===== config.mk =====
export PLATFORM = sky130hd
export DESIGN_NAME = locked_prio_arbiter
export DESIGN_NICKNAME = d
export VERILOG_FILES = /design/src/rtl/prio_arb_pkg.sv /design/src/rtl/arb_ctrl.sv /design/src/rtl/arb_datapath.sv /design/src/rtl/locked_prio_arbiter.sv
export SDC_FILE = /design/constraint.sdc
export NUM_CORES = 1
export LEC_CHECK = 0
export BUFFER_PORTS_ARGS = -buffer_cell sky130_fd_sc_hd__buf_2
export CORE_AREA = 2 2 39 41
export DETAILED_ROUTE_END_ITERATION = 6
export DIE_AREA = 0 0 41 43
export PLACE_DENSITY = 0.44
export SLEW_MARGIN = 20
export SYNTH_ARGS = -nofsm -noshare
export SYNTH_HDL_FRONTEND = slang
export SYNTH_SLANG_ARGS = --single-unit

===== constraint.sdc =====
create_clock -name clk -period 2.83 [get_ports clk]
set_clock_uncertainty 0.05 [all_clocks]
set_input_delay 0.566 -clock clk [delete_from_list [all_inputs] [get_ports clk]]
set_output_delay 0.566 -clock clk [all_outputs]
set_load 0.01 [all_outputs]

===== src/rtl/prio_arb_pkg.sv =====
package prio_arb_pkg;
  typedef enum logic [1:0] {
    ST_IDLE    = 2'd0,
    ST_HOLD    = 2'd1,
    ST_RELEASE = 2'd2
  } arbState_t;

  typedef struct packed {
    logic capture;   // copy live requests into the pattern
    logic clearPat;  // round over, wipe the pattern
    logic grantEn;   // pattern may drive the grant
  } ctrlStrobes_t;
endpackage


===== src/rtl/arb_ctrl.sv =====
module arb_ctrl
  import prio_arb_pkg::*;
#(
  parameter int NUM_CH = 3
) (
  input  logic              clk,
  input  logic              rst,
  input  logic [NUM_CH-1:0] req,
  input  logic [NUM_CH-1:0] grant,
  input  logic              winnerActive,
  output ctrlStrobes_t      strobes,
  output logic              locked
);
  arbState_t stateQ, stateD;

  always_comb begin
    stateD = stateQ;
    strobes = '0;
    unique case (stateQ)
      ST_IDLE: begin
        if (|req) begin
          strobes.capture = 1'b1;
          stateD = ST_HOLD;
        end
      end
      ST_HOLD: begin
        strobes.grantEn = 1'b1;
        if (!winnerActive) stateD = ST_RELEASE;
      end
      ST_RELEASE: begin
        strobes.clearPat = 1'b1;
        stateD = ST_IDLE;
      end
      default: stateD = ST_IDLE;
    endcase
  end

  always_ff @(posedge clk) begin
    if (rst) stateQ <= ST_IDLE;
    else     stateQ <= stateD;
  end

  assign locked = (stateQ != ST_IDLE);

  // any request seen while unlocked starts a round with a grant
  a_r3_lock_on_request: assert property (@(posedge clk) disable iff (rst)
    (!locked && |req) |=> (locked && |grant));

  // nothing requested, nothing locked
  a_r9_idle_stays: assert property (@(posedge clk) disable iff (rst)
    (!locked && !(|req)) |=> (!locked && grant == '0));

  // winner dropped -> grant gone, lock still held
  a_r6_grant_drop: assert property (@(posedge clk) disable iff (rst)
    (|grant && !(|(grant & req))) |=> (grant == '0 && locked));

  // lock held with no grant clears on the following edge
  a_r6_unlock: assert property (@(posedge clk) disable iff (rst)
    (locked && grant == '0) |=> !locked);
endmodule


===== src/rtl/arb_datapath.sv =====
module arb_datapath
  import prio_arb_pkg::*;
#(
  parameter int NUM_CH = 3
) (
  input  logic              clk,
  input  logic              rst,
  input  logic [NUM_CH-1:0] req,
  input  ctrlStrobes_t      strobes,
  output logic [NUM_CH-1:0] grant,
  output logic              winnerActive
);
  logic [NUM_CH-1:0] patternQ;
  logic [NUM_CH-1:0] pick;

  always_ff @(posedge clk) begin
    if (rst)                   patternQ <= '0;
    else if (strobes.capture)  patternQ <= req;
    else if (strobes.clearPat) patternQ <= '0;
  end

  // fixed priority: a channel wins only if no lower index is set
  for (genvar i = 0; i < NUM_CH; i++) begin : g_pick
    if (i == 0) begin : g_top
      assign pick[i] = patternQ[i];
    end else begin : g_rest
      assign pick[i] = patternQ[i] & ~(|patternQ[i-1:0]);
    end
  end

  assign grant = strobes.grantEn ? pick : '0;
  assign winnerActive = |(grant & req);

  // one-hot grant
  a_r2_grant_onehot: assert property (@(posedge clk) disable iff (rst)
    $onehot0(grant));

  // grant frozen while the winner keeps requesting
  a_r5_grant_stable: assert property (@(posedge clk) disable iff (rst)
    (|(grant & req)) |=> (grant == $past(grant)));
endmodule


===== src/rtl/locked_prio_arbiter.sv =====
module locked_prio_arbiter
  import prio_arb_pkg::*;
#(
  parameter int NUM_CH = 3
) (
  input  logic              clk,
  input  logic              rst,
  input  logic [NUM_CH-1:0] req,
  output logic [NUM_CH-1:0] grant,
  output logic              locked
);
  ctrlStrobes_t strobes;
  logic         winnerActive;

  arb_ctrl #(.NUM_CH(NUM_CH)) u_ctrl (
    .clk          (clk),
    .rst          (rst),
    .req          (req),
    .grant        (grant),
    .winnerActive (winnerActive),
    .strobes      (strobes),
    .locked       (locked)
  );

  arb_datapath #(.NUM_CH(NUM_CH)) u_dp (
    .clk          (clk),
    .rst          (rst),
    .req          (req),
    .strobes      (strobes),
    .grant        (grant),
    .winnerActive (winnerActive)
  );
endmodule


Yosys cells after proc, flatten, opt, wreduce, memory -nomap -nowiden
Index checks and enable logic that the tools add are counted.
- word-level logic and storage cells: 28
- register bits: 5
- reductions and logical operators: 7
- equal/unequal tests: 4
- mux-type cells: 10
- bitwise gates (word level): 5
- operator list (operator ; count):
    $mux 3 ; 3
    $reduce_or 3->1 ; 2
    $mux 1 ; 4
    $mux 2 ; 2
    $pmux 2 s2 ; 1
    $reduce_bool 2->1 ; 2
    $and 3x3->3 ; 1
    $and 1x1->1 ; 2
    $eq 2x1->1 const B ; 1
    $eq 2x2->1 const B ; 1
    $logic_not 2->1 ; 1
    $ne 2x1->1 const B ; 1
    $ne 2x2->1 const B ; 1
    $not 1->1 ; 2
    $reduce_and 2->1 ; 1
    $reduce_or 2->1 ; 1

Longest topological paths before layout
- depth in word-level cells: 8
- gate-level depth with buffers: 3
- mapped depth without buffers: 3

By module
From an unflattened synthesis, not the netlist that was laid out.
- cell total of the unflattened synthesis: 29
- area, all modules: 294.0 um^2
- by module, submodules not included (module ; cells each ; times used ; area each (um^2) ; seq. area each (um^2)):
    arb_datapath ; 17 ; 1 ; 158.9 ; 60.1
    arb_ctrl ; 12 ; 1 ; 135.1 ; 40.0

Least setup slack after synthesis
OpenSTA, ideal clock, no wires.
- path kind: reg2out
- start point: register u_ctrl.stateQ[1]
- end point: output port grant[1]
- arrival time: 830 ps
- slack: 1384 ps
- cell stages (with the launch flop): 3
- path buffers: 0
- required time: 2214 ps
- cells stage by stage: dfxtp_1 > nand2b_2 > nor3b_1
- word-level cells in the longest chain between the ends: 3
- RTL lines (what ; line ; RTL):
    start, declared ; arb_ctrl.sv:14 ; arbState_t stateQ, stateD;
    start signal, assigned ; arb_ctrl.sv:40 ; else stateQ <= stateD;
    $eq 2x1->1 ; arb_ctrl.sv:19 ; unique case (stateQ)
    $mux 1 ; arb_ctrl.sv:19 ;
    $mux 3 ; arb_datapath.sv:31 ; assign grant = strobes.grantEn ? pick : '0;
    end, declared ; locked_prio_arbiter.sv:9 ; output logic [NUM_CH-1:0] grant,
Every way passes these cells.

Worst setup path in the final report
- start point: register u_ctrl.stateQ[0]
- end point: output port grant[1]
The elaborated chain is that of the path after synthesis.

==> out/metrics.yaml <==
status:
  status: "complete, no violations"
synth:
  synth_top_area_share_pct: 40.00
  synth_top_area_cell: "dfxtp_1"
  ys_seq_area_share_pct: 40.00
  ys_warn_count: 0
  syn-num-nets: 37
  synthDistinctLibCells: 15
  netlist_area_um2: 250.2
  ys_ff_latch: 5
  syn_area_per_cell_um2: 7.820
  netlist_instances: 32
  synth_area_leaders: "dfxtp_1 40%, a21oi_1 8.0%, nand2_1 7.5%, o21ai_0 6.0%, nor4_1 5.0%"
place:
  port-buffer-count: 8
  pre_cts_slack_ns: 1.264
  place_inst: 56
  placed_cell_area_um2: 310.3
  place_congestion: 0.6300
  dp_hpwl_um: 448.2
global_route:
  grt_pass1_wl_um: 1000
  grt_overflow: 0
  grt_usage_pct: 9.447
  grt_max_degree: 8
  antenna_found_initial: 0
  grt_pass1_vias: 228
timing:
  period_needed_ns: 1.765
  holdWs_ns: 0.4245
  tightest_slew_ns: 0.4248
  maxSlewViolCount: 0
  rsz0062_at_grt: "no"
  finalHoldViolCount: 0
  setup_viol: 0
  setup_slack_ns: 1.065
  setup_tns_ns: 0
  fin_crit_sh_pct: 62.36
  maxSlewHeadroom_pct: 71.42
  fmax_mhz: 566.7
layout:
  syn_to_final_growth_pct: 34.50
  layout_common_cells: "8 x buf_2, 5 x nand2_1, 5 x dfxtp_1"
  final_area_um2: 336.6
  fin_cells: 60
  layout_commonest_cell: "buf_2"
  layout-drive-gt1-share_pct: 29.55
  num-nets-final: 50
  fillers: 161
  final_util_pct: 24.32
  n_antenna_cell: 0
min_path:
  hp-start: "u_dp.patternQ[2]"
  hold_path.class: "flop to flop"
clock_network:
  numCtsBuffers: 3
  cts_tree: "built"
  cts.sinks: 5
  post-cts-setup-buffers: 0
  ctsResizeCount: 0
  clk-insertion-delay-late_ns: 0.24
  htreeDepth: 1
  cts-hold-fix-buffers: 0
  clockBufferDepth: 2
  clkTransAtPathRegs_ns: 0.04
  cts-root-buf: "clkbuf_4"
worst_setup_path:
  cp-start-kind: "flop"
  arrival_ns: 1.15
  crit_path_start: "u_ctrl.stateQ[0]"
  r2r_setup_slack_ns: 1.44
  endpoint_kind: "output pin"
  critical_path_class: "flop to output pin"
  path_max_fanout: 7
  reg2reg_from: "u_ctrl.stateQ[0]"
  cp.required_ns: 2.21
floorplan:
  fp.dieW_um: 41
  dieArea_um2: 1763
  top_level_ports: 9
  start_util_pct: 18.08
  core_um2: 1384
  num_rows: 14
  die_y_um: 43
pwr:
  p_leak_nw: 0.1466
  ir_drop_mv: 0.1433
  power_mw: 0.2088
  p_per_area_nw_per_um2: 620.5
route:
  avgViaCountPerCell: 4.683
  drcViolationCount: 0
  drtIter0Drc: 3
  dr.pass1.iters: 4
  wl_um: 596
  wire_per_inst_um: 9.933
  antenna_left: 0
  dr_total_vias: 281
job:
  drv_cap: 0
## where the power goes
| group | switching, mW | internal, mW |
|---|---|---|
| Combinational | 0.0210 | 0.0178 |
| Sequential | 0.00917 | 0.0786 |
| Clock | 0.0289 | 0.0533 |
## cells by family (layout without fill, tap and decap cells)
family / Yosys count / count (layout) / synth area share (%)
compound gates: 8 / 8 / 18.00
buf+inv: 3 / 15 / 4.500
flops: 5 / 5 / 40.00
simple gates: 16 / 16 / 37.50
## cells in the mapped netlist
master and instances:
nor4b_1 1, nand2b_1 1, nor3_1 1, nor4_1 2
nor2_1 2, nor3b_1 1, inv_1 3, a311o_1 1
nand2_1 5, or4_4 1, a21oi_1 4, nand2b_2 1
o21ai_0 3, nand3b_1 1, dfxtp_1 5
## final timing paths
check                           to  depth (start not counted)
hold reg to reg   u_dp.patternQ[2]                          2
setup reg to reg  u_ctrl.stateQ[1]                          3
hold / removal    u_dp.patternQ[2]                          2
setup / recovery          grant[1]                          3
## sequential cells by signal, indices dropped and copies added, names as in the netlist
name / flops
u_dp.patternQ: 3
u_ctrl.stateQ: 2
## worst max-delay path: stages, from the launching register on
cell and delay, ns:
dfxtp_1 0.44, nand2b_2 0.13, nor3b_1 0.18, buf_2 0.16
## area by class of cell
class	instances	area (um^2)	share of cell area, %
Clock buffer	4	26.28	7.807
Timing Repair Buffer	8	40.04	11.90
Tap cell	16	20.02	5.948
Inverter	3	11.26	3.346
Sequential cell	5	100.1	29.74
Multi-Input combinational cell	24	138.9	41.26
## per-layer routing
metal,track usage (%),part of all wire [%]
met5,0,0
met1,8.710,39
met2,12.50,50
met4,12.00,4.5
met3,4.712,6.0
Power figures use the tool's default switching activity.
